`config.mk`:
```
export PLATFORM = sky130hd
export DESIGN_NAME = sflash_cread_host
export DESIGN_NICKNAME = d
export VERILOG_FILES = /design/src/rtl/sflash_rd_pkg.sv /design/src/rtl/sflash_cmd_fmt.sv /design/src/rtl/sflash_sck_div.sv /design/src/rtl/sflash_rx_byte.sv /design/src/rtl/sflash_cread_host.sv
export SDC_FILE = /design/constraint.sdc
export NUM_CORES = 1
export LEC_CHECK = 0
export BUFFER_PORTS_ARGS = -buffer_cell sky130_fd_sc_hd__buf_2
export CAP_MARGIN = 0
export CORE_MARGIN = 4
export CORE_UTILIZATION = 55
export CTS_CLUSTER_DIAMETER = 50
export CTS_CLUSTER_SIZE = 28
export DETAILED_ROUTE_END_ITERATION = 10
export PLACE_DENSITY_LB_ADDON = 0.08
export SLEW_MARGIN = 20
export SYNTH_ARGS = -nofsm -noshare
export SYNTH_HDL_FRONTEND = slang
export SYNTH_SLANG_ARGS = --single-unit
```
`constraint.sdc`:
```
create_clock -name clk -period 2.53 [get_ports clk]
set_input_delay 0 -clock clk [delete_from_list [all_inputs] [get_ports clk]]
set_output_delay 0 -clock clk [all_outputs]
set_load 0.1 [all_outputs]
```
`src/rtl/sflash_rd_pkg.sv`:
```
package sflash_rd_pkg;
  localparam logic [7:0] CMD_LEGACY   = 8'hE8;
  localparam logic [7:0] CMD_FAST     = 8'h0B;
  localparam int         DUMMY_LEGACY = 4;
  localparam int         DUMMY_FAST   = 1;
  localparam int         ADDR_BITS    = 24;
  localparam int         HDR_MAX_BITS = 8 + ADDR_BITS + 8 * DUMMY_LEGACY;
  localparam int         HDR_FAST_BITS = 8 + ADDR_BITS + 8 * DUMMY_FAST;
  localparam int         HB_W         = $clog2(HDR_MAX_BITS + 1);

  typedef enum logic [1:0] {
    ST_IDLE,
    ST_XFER,
    ST_GAP
  } xfer_st_e;
endpackage

```
`src/rtl/sflash_cmd_fmt.sv`:
```
module sflash_cmd_fmt
  import sflash_rd_pkg::*;
#(
  parameter int PAGE_W = 9,
  parameter int OFF_W  = 9
) (
  input  logic [PAGE_W-1:0]       page_i,
  input  logic [OFF_W-1:0]        offset_i,
  input  logic                    full_page_i,
  input  logic                    fast_i,
  output logic [HDR_MAX_BITS-1:0] hdr_o,
  output logic [HB_W-1:0]         hdr_bits_o
);
  localparam int FULL_W = PAGE_W + OFF_W;
  localparam int BIN_W  = PAGE_W + OFF_W - 1;

  logic [ADDR_BITS-1:0] addr;
  logic [7:0]           cmd;

  // Address packing depends on page mode; unused upper bits stay zero.
  always_comb begin
    addr = '0;
    if (full_page_i) begin
      addr[FULL_W-1:0] = {page_i, offset_i};
    end else begin
      addr[BIN_W-1:0] = {page_i, offset_i[OFF_W-2:0]};
    end
  end

  assign cmd        = fast_i ? CMD_FAST : CMD_LEGACY;
  assign hdr_o      = {cmd, addr, {(8 * DUMMY_LEGACY){1'b0}}};
  assign hdr_bits_o = fast_i ? HB_W'(HDR_FAST_BITS) : HB_W'(HDR_MAX_BITS);
endmodule

```
`src/rtl/sflash_sck_div.sv`:
```
module sflash_sck_div #(
  parameter int CLK_DIV = 2
) (
  input  logic clk,
  input  logic rst_n,
  input  logic run_i,
  output logic tick_o
);
  generate
    if (CLK_DIV <= 1) begin : g_nodiv
      assign tick_o = run_i;
    end else begin : g_div
      localparam int CW = $clog2(CLK_DIV);
      logic [CW-1:0] cnt;
      assign tick_o = run_i && (cnt == CW'(CLK_DIV - 1));
      always_ff @(posedge clk or negedge rst_n) begin
        if (!rst_n) begin
          cnt <= '0;
        end else if (!run_i || tick_o) begin
          cnt <= '0;
        end else begin
          cnt <= cnt + 1'b1;
        end
      end
    end
  endgenerate
endmodule

```
`src/rtl/sflash_rx_byte.sv`:
```
module sflash_rx_byte (
  input  logic       clk,
  input  logic       rst_n,
  input  logic       sample_i,
  input  logic       last_bit_i,
  input  logic       miso_i,
  output logic [7:0] data_o,
  output logic       valid_o,
  input  logic       ready_i
);
  logic [6:0] sh;
  logic       byte_done;

  assign byte_done = sample_i && last_bit_i;

  always_ff @(posedge clk or negedge rst_n) begin
    if (!rst_n) begin
      sh      <= '0;
      data_o  <= '0;
      valid_o <= 1'b0;
    end else begin
      if (sample_i) begin
        sh <= {sh[5:0], miso_i};
      end
      if (byte_done) begin
        data_o  <= {sh, miso_i};
        valid_o <= 1'b1;
      end else if (ready_i) begin
        valid_o <= 1'b0;
      end
    end
  end

  AST_VALID_HOLD: assert property (@(posedge clk) disable iff (!rst_n)
    valid_o && !ready_i |=> valid_o && $stable(data_o));
  AST_NO_OVERRUN: assert property (@(posedge clk) disable iff (!rst_n)
    byte_done |-> !valid_o);
endmodule

```
`src/rtl/sflash_cread_host.sv`:
```
module sflash_cread_host
  import sflash_rd_pkg::*;
#(
  parameter int PAGE_W  = 9,
  parameter int OFF_W   = 9,
  parameter int CNT_W   = 16,
  parameter int CLK_DIV = 2
) (
  input  logic              clk,
  input  logic              rst_n,
  input  logic              start_i,
  input  logic [PAGE_W-1:0] page_i,
  input  logic [OFF_W-1:0]  offset_i,
  input  logic              full_page_i,
  input  logic              fast_i,
  input  logic [CNT_W-1:0]  count_i,
  output logic              busy_o,
  output logic              sck_o,
  output logic              cs_n_o,
  output logic              mosi_o,
  input  logic              miso_i,
  output logic [7:0]        rd_data_o,
  output logic              rd_valid_o,
  input  logic              rd_ready_i
);
  xfer_st_e                st;
  logic [HDR_MAX_BITS-1:0] hdr_w;
  logic [HB_W-1:0]         hb_w;
  logic [HDR_MAX_BITS-1:0] tx_sh;
  logic [HB_W-1:0]         hb_q;
  logic [HB_W-1:0]         hcnt;
  logic                    in_data;
  logic [2:0]              dbit;
  logic [CNT_W-1:0]        left;
  logic                    done_q;
  logic                    gap_half;
  logic                    tick;
  logic                    stall;
  logic                    run;
  logic                    rise;
  logic                    fall;
  logic                    accept;

  sflash_cmd_fmt #(.PAGE_W(PAGE_W), .OFF_W(OFF_W)) u_fmt (
    .page_i      (page_i),
    .offset_i    (offset_i),
    .full_page_i (full_page_i),
    .fast_i      (fast_i),
    .hdr_o       (hdr_w),
    .hdr_bits_o  (hb_w)
  );

  // Hold the clock low at a byte boundary while the output byte is unread.
  assign stall  = (st == ST_XFER) && in_data && (dbit == 3'd0) && !sck_o && rd_valid_o;
  assign run    = (st != ST_IDLE) && !stall;
  assign rise   = tick && (st == ST_XFER) && !sck_o;
  assign fall   = tick && (st == ST_XFER) && sck_o;
  assign accept = (st == ST_IDLE) && start_i && (count_i != '0);
  assign busy_o = (st != ST_IDLE);

  sflash_sck_div #(.CLK_DIV(CLK_DIV)) u_div (
    .clk    (clk),
    .rst_n  (rst_n),
    .run_i  (run),
    .tick_o (tick)
  );

  sflash_rx_byte u_rx (
    .clk        (clk),
    .rst_n      (rst_n),
    .sample_i   (rise && in_data),
    .last_bit_i (dbit == 3'd7),
    .miso_i     (miso_i),
    .data_o     (rd_data_o),
    .valid_o    (rd_valid_o),
    .ready_i    (rd_ready_i)
  );

  always_ff @(posedge clk or negedge rst_n) begin
    if (!rst_n) begin
      st       <= ST_IDLE;
      sck_o    <= 1'b0;
      cs_n_o   <= 1'b1;
      mosi_o   <= 1'b0;
      tx_sh    <= '0;
      hb_q     <= '0;
      hcnt     <= '0;
      in_data  <= 1'b0;
      dbit     <= '0;
      left     <= '0;
      done_q   <= 1'b0;
      gap_half <= 1'b0;
    end else begin
      unique case (st)
        ST_IDLE: begin
          if (accept) begin
            st      <= ST_XFER;
            cs_n_o  <= 1'b0;
            mosi_o  <= hdr_w[HDR_MAX_BITS-1];
            tx_sh   <= hdr_w << 1;
            hb_q    <= hb_w;
            hcnt    <= '0;
            in_data <= 1'b0;
            dbit    <= '0;
            left    <= count_i;
            done_q  <= 1'b0;
          end
        end
        ST_XFER: begin
          if (rise) begin
            sck_o <= 1'b1;
            if (!in_data) begin
              if (hcnt == hb_q - 1'b1) begin
                in_data <= 1'b1;
                dbit    <= '0;
              end else begin
                hcnt <= hcnt + 1'b1;
              end
            end else begin
              dbit <= dbit + 1'b1;
              if (dbit == 3'd7) begin
                left <= left - 1'b1;
                if (left == CNT_W'(1)) begin
                  done_q <= 1'b1;
                end
              end
            end
          end else if (fall) begin
            sck_o <= 1'b0;
            if (done_q) begin
              cs_n_o   <= 1'b1;
              mosi_o   <= 1'b0;
              st       <= ST_GAP;
              gap_half <= 1'b0;
            end else begin
              mosi_o <= tx_sh[HDR_MAX_BITS-1];
              tx_sh  <= tx_sh << 1;
            end
          end
        end
        ST_GAP: begin
          if (tick) begin
            if (gap_half) begin
              st <= ST_IDLE;
            end else begin
              gap_half <= 1'b1;
            end
          end
        end
        default: st <= ST_IDLE;
      endcase
    end
  end

  AST_CS_EDGE_SCK_LOW: assert property (@(posedge clk) disable iff (!rst_n)
    $changed(cs_n_o) |-> !sck_o);
  AST_MOSI_HELD_HIGH: assert property (@(posedge clk) disable iff (!rst_n)
    sck_o && $past(sck_o) |-> $stable(mosi_o));
  AST_SCK_ONLY_SELECTED: assert property (@(posedge clk) disable iff (!rst_n)
    sck_o |-> !cs_n_o);
  AST_SELECT_BUSY: assert property (@(posedge clk) disable iff (!rst_n)
    !cs_n_o |-> busy_o);
endmodule

```
# After elaboration in Yosys (flattened, before gate mapping)
# Cells that the tools add are included.
[word_totals]
reg_bits = 122
inputBits = 41
output_inout_bits = 13
word_cells = 137
[op_classes]
add_sub_neg = 5
eq_ne = 19
n_mux = 60
reduce_logical = 37
[op_table]
columns = ["op", "n"]
rows = [
  ["64-bit 2-to-1 mux", 4],
  ["64-bit case mux with 2 select lines", 1],
  ["16-bit 2-to-1 mux", 4],
  ["7-bit 2-to-1 mux", 5],
  ["16-bit case mux with 2 select lines", 1],
  ["1-bit 2-to-1 mux", 25],
  ["5-bit AND reduction", 5],
  ["2-bit != test (second input constant)", 11],
  ["17-bit 2-to-1 mux", 1],
  ["16-bit by 1-bit == test with 1-bit output (second input constant)", 1],
  ["16-bit nonzero test", 1],
  ["16-bit by 1-bit subtractor with 16-bit output (second input constant)", 1],
  ["7-bit case mux with 2 select lines", 1],
  ["1-bit logical AND", 13],
  ["2-bit 2-to-1 mux", 6],
  ["3-bit 2-to-1 mux", 4],
  ["6-bit AND reduction", 2],
  ["1-bit case mux with 2 select lines", 5],
  ["2-bit nonzero test", 5],
  ["8-bit 2-to-1 mux", 1],
  ["4-bit AND reduction", 2],
  ["7-bit by 1-bit adder with 7-bit output (second input constant)", 1],
  ["7-bit == test", 1],
  ["7-bit by 1-bit subtractor with 7-bit output (second input constant)", 1],
  ["15 further kinds", 19],
]

# Longest topological paths before layout
[depth]
depth_word = 13
depth_mapped = 8
ltp_nobuf = 7

# Hierarchy
# From an unflattened synthesis, not the netlist that was laid out.
[unflattened]
hier_cells = 678
hier_area_um2 = 6645.1
[modules_own_cells]
columns = ["mod", "n_inst", "cells_per_inst", "area_per_inst_um2", "seq_area_each_um2"]
rows = [
  ["sflash_cread_host", 1, 566, 5348.9, 2603.7],
  ["sflash_rx_byte", 1, 35, 639.4, 400.4],
  ["sflash_cmd_fmt", 1, 74, 615.6, 0.0],
  ["sflash_sck_div", 1, 3, 41.3, 25.0],
]

# Least setup slack after synthesis
# No wires, ideal clock.
[synth_path]
path_type = "register to register"
startpoint = "register sck_o"
endpoint = "register hcnt[0]"
setup_ns = 0.127
arrival_time_ns = 2.197
required_time_ns = 2.403
slack_ns = 0.205
path_stages_with_launch = 6
path_buffers = 0
synth_period_minus_slack_ns = 2.325
path_cell_list = "dfrtp_1 nand4bb_1 or2_2 nand2_1 o2bb2ai_1 mux2_1"
[synth_via]
elab_chain_cells = 10
[synth_lines]
columns = ["element", "line_no", "text"]
rows = [
  ["start: declaration", "sflash_cread_host.sv:18", "output logic sck_o,"],
  ["start signal: assignment", "sflash_cread_host.sv:82", "sck_o <= 1'b0;"],
  ["start signal: assignment", "sflash_cread_host.sv:111", "sck_o <= 1'b1;"],
  ["start signal: assignment", "sflash_cread_host.sv:129", "sck_o <= 1'b0;"],
  ["1-bit zero test *", "sflash_cread_host.sv:54, sflash_cread_host.sv:56", ""],
  ["1-bit logical AND (2 in a row)", "sflash_cread_host.sv:54", "assign stall = (st == ST_XFER) && in_data && (dbit == 3'd0) && !sck_o && rd_valid_o;"],
  ["1-bit zero test", "sflash_cread_host.sv:55", "assign run = (st != ST_IDLE) && !stall;"],
  ["1-bit logical AND", "sflash_cread_host.sv:55", ""],
  ["1-bit logical AND", "sflash_sck_div.sv:15", "assign tick_o = run_i && (cnt == CW'(CLK_DIV - 1));"],
  ["1-bit logical AND", "sflash_cread_host.sv:56", "assign rise = tick && (st == ST_XFER) && !sck_o;"],
  ["1-bit logical AND *", "sflash_cread_host.sv:56", ""],
  ["2-bit != test (no source line) *", "--", ""],
  ["5-bit AND reduction (no source line) *", "--", ""],
  ["end signal: assignment", "sflash_cread_host.sv:117", "hcnt <= hcnt + 1'b1;"],
  ["end: declaration", "sflash_cread_host.sv:31", "logic [HB_W-1:0] hcnt;"],
]
# Every way passes the cells marked *; elsewhere a longest branch is shown, timed or not.
# A chain may end at the register's enable or synchronous reset.

# Worst setup path in the final report
[layout_path]
startpoint = "register left[6]"
endpoint = "register left[15]"
[layout_via]
elab_chain_cells = 5
[layout_lines]
columns = ["element", "line_no", "text"]
rows = [
  ["start: declaration", "sflash_cread_host.sv:34", "logic [CNT_W-1:0] left;"],
  ["start signal: assignment", "sflash_cread_host.sv:105", "left <= count_i;"],
  ["start signal: assignment", "sflash_cread_host.sv:122", "left <= left - 1'b1;"],
  ["16-bit by 1-bit subtractor with 16-bit output", "sflash_cread_host.sv:122", ""],
  ["16-bit 2-to-1 mux", "sflash_cread_host.sv:121", "if (dbit == 3'd7) begin"],
  ["16-bit 2-to-1 mux", "sflash_cread_host.sv:112", "if (!in_data) begin"],
  ["16-bit 2-to-1 mux", "sflash_cread_host.sv:110", "if (rise) begin"],
  ["16-bit case mux with 2 select lines", "sflash_cread_host.sv:94", "unique case (st)"],
]
# Every way passes these cells. The select of a mux whose other input is x is not followed.

==> summary.txt <==
Setup path
  – CP max FO: 8
  – WP data arrival: 2.49 ns
  – Critical R2R Launch: left[6]$_DFFE_PN0P_
  – Endpoint class of the critical path: flip-flop
  – R2R depth: 5
  – R2R Setup Slk: 0.32 ns
  – FF-to-FF End: left[15]$_DFFE_PN0P_
  – CP required: roughly 2.8 ns
  – Kind of critical path: flip-flop to flip-flop
  – Worst setup SP type: flip-flop

Synth
  – Yosys reg bits: 84
  – Syn Std Cell Area: 4108 um^2
  – Most area-hungry cell type in the Yosys netlist: dfrtp_1
  – Synth top area share: between 50 and 60%
  – EDFF count, synth: 0
  – Post-Syn Instances: 398
  – Post-Syn Nets: 445
  – Async S/R FF share, synth: 100.0%
  – Avg Cell Area, Syn: 10.32 um^2
  – Synth Flop Type: dfrtp_1
  – Synth area leaders: dfrtp_1 (51%), mux2_2 (6.9%), a2bb2oi_1 (4.3%)
  – Synth cell types: 55
  – Sequential share of the synthesized area: 51.20%
  – Ys Warns: 0

Floorplan
  – Die ar.: 8915 um^2
  – Initial Util: 56.63%
  – Core area: 7253 um^2
  – Io pins: 54
  – Die Y: 94.42 um
  – Core Rows: 31
  – Die width: 94.42 um

Power
  – Worst vdd ir: 0.5135 mV
  – Lkg Pwr: 2.241 nW
  – Total Power: 4.507 mW
  – Cell Pwr Density: 925.5 nW/um^2

STA
  – Setup WS post-layout: 0.3188 ns
  – Minimum clock period: 2.211 ns
  – Clock Skews: 0.009798 ns
  – Slew @ Worst Pin: 0.7561 ns
  – Post-route clock period utilization: 87.40%
  – Achievable Freq: 452.3 MHz
  – Relative slew margins: about 50%
  – Max-slew violation count: 0
  – RSZ-0062 raised after global routing: no
  – Final setup violation count: 0
  – Setup TNS: 0 ns
  – Final Hold Fails: 0

CTS
  – CTS tree: done
  – Clock buffer count from CTS: 9
  – Setup bufs post-CTS: 0
  – H-tree levels: 3
  – Clock Latency Late Sink: 0.34 ns
  – Clock slew seen by the registers of the worst setup and hold paths: 0.08 ns
  – Sink Count: 84
  – CTS root buffer: clkbuf_8
  – Max Root-Sink Buffers: 2
  – Resize count post-CTS: 0

Global route
  – Initial antenna violation count: 0
  – Tot GR Track Use: approximately 22%
  – First-pass GRT wire length: about 15000 um
  – Vias in the first global route: between 3000 and 4000
  – Largest net degree at the start of global routing: 85
  – Gr ovfl total: 0

Layout
  – Most frequent cells in the layout: dfrtp_1 (83), buf_2 (52), nand2_1 (30)
  – Area grow syn2layout: 18.55%
  – Final Core Density: 67.14%
  – Final #Nets: 517
  – N_diodes: 0
  – Share of cells above drive strength 1: between 20% and 30%
  – Final Cell Area: just under 5000 um^2
  – Commonest non-fill, non-tap cell in the layout: dfrtp_1

Hold path
  – Hold Crit Start: count_i[14]
  – HP Class: input port to flip-flop
  – Hold path endpoint: left[14]$_DFFE_PN0P_
  – Hold Crit Depth: 3

Placement
  – Post-DP HPWL: 6023 um
  – Setup WS pre-CTS: 0.3485 ns
  – Placement Cell Area: 4489 um^2
  – Placer Congestion: 0.8627
  – Port bufs: 53

Routing
  – Iteration-0 DRC Markers: 138
  – Met2 wire length: about 4200 um
  – DRT antenna net count: 0
  – Final WL: 9093 um
  – Vias/cell: ~5.9
  – Vias: approximately 3400
  – Top Metal Used: met4
  – Drt drc: 0
  – 1st-pass router iterations: 4
  – Post-DR wirelength/cell: 15.90 um
  – Met1 Wirelength: 4369 um
  – Met3 Routed Length: 354 um

Status
  – Status: finished, final reports clean

Run
  – Max_cap viols: 0
==> per-stage QoR <==
stage	hold WS, ns	instances
after floorplan	-0.2956	398
after global placement	0.1816	536
after detailed placement	0.1856	536
after CTS	0.006681	572
after global routing	0.007931	572
final	0.01792	572
==> registers in the layout (all words and copies together), names as in the netlist <==
register,flops
cs_n_o,1
dbit,3
done_q,1
gap_half,1
hb_q,2
hcnt,7
in_data,1
left,16
mosi_o,1
sck_o,1
st,2
tx_sh,31
u_div.g_div.cnt,1
u_rx.data_o,8
u_rx.sh,7
u_rx.valid_o,1
==> where the power goes <==
part / total (mW) / internal (mW) / switching (mW) / leakage [nW]
clock network: 0.817 / 0.368 / 0.448 / 0.0848
registers: 2.05 / 1.76 / 0.297 / 1.01
logic: 1.64 / 0.714 / 0.923 / 1.15
total: 4.51 / 2.84 / 1.67 / 2.24
==> layout make-up <==
| type | instances | area, um^2 |
|---|---|---|
| fill | 602 | 2384 |
| sequential | 84 | 2103 |
| multi-input combinational | 275 | 1863 |
| timing repair buffer | 85 | 566.8 |
| clock buffer | 11 | 141.4 |
| tap | 99 | 123.9 |
| inverter | 15 | 56.30 |
| clock inverter | 3 | 15.01 |
==> how the worst max path moves through the flow <==
stage,startpoint,endpoint,cells past startpoint
detailed placement,left[6]$_DFFE_PN0P_,left[15]$_DFFE_PN0P_,5
CTS,left[6]$_DFFE_PN0P_,left[15]$_DFFE_PN0P_,5
floorplan,sck_o$_DFFE_PN0P_,hcnt[0]$_DFFE_PN0P_,5
finish,left[6]$_DFFE_PN0P_,left[15]$_DFFE_PN0P_,5
global placement,left[6]$_DFFE_PN0P_,left[15]$_DFFE_PN0P_,5
global route,left[6]$_DFFE_PN0P_,left[15]$_DFFE_PN0P_,5
==> kinds of logic after synthesis <==
| logic type | after synthesis | share of synthesized area, % |
|---|---|---|
| adders and majority gates | 6 | 1.828 |
| muxes | 29 | 7.859 |
| DFF | 84 | 51.20 |
| AOI/OAI and AO/OA | 136 | 22.30 |
| and+or+nand+nor | 103 | 12.98 |
| buffers and inverters | 39 | 3.625 |
| xor gates and xnor gates | 1 | 0.2133 |
==> per-layer routing <==
metal	GRT usage, %	vias up
met5	0	-
met4	8.183	0
met3	3.904	15
met2	33.87	73
met1	30.54	1650
li1	-	1631
==> what timing repair did <==
| item | 4_1_cts | 5_1_grt |
|---|---|---|
| endpoints found under the setup margin | 0 | 0 |
| hold buffers | 22 | 0 |
| hold endpoints to repair | 107 | 0 |
==> critical path, cell delays in order, from the launching register on <==
cell and delay, ns:
dfrtp_1 0.41, or4_1 0.68, or4b_4 0.60, o31ai_2 0.24
a21oi_1 0.12, a21oi_2 0.10
==> synthesized netlist by cell type, types with 5 or more instances <==
cell,number
nand2_1,30
ha_1,6
a22o_1,10
a2bb2oi_1,20
dfrtp_1,83
nand3_1,9
nor4_1,6
o22ai_1,24
nor2_1,22
mux2_2,25
a21oi_1,27
and3_1,7
o21ai_0,21
o21ai_1,5
inv_1,15
clkbuf_1,20
No activity file was read; power rests on OpenSTA's default activity.
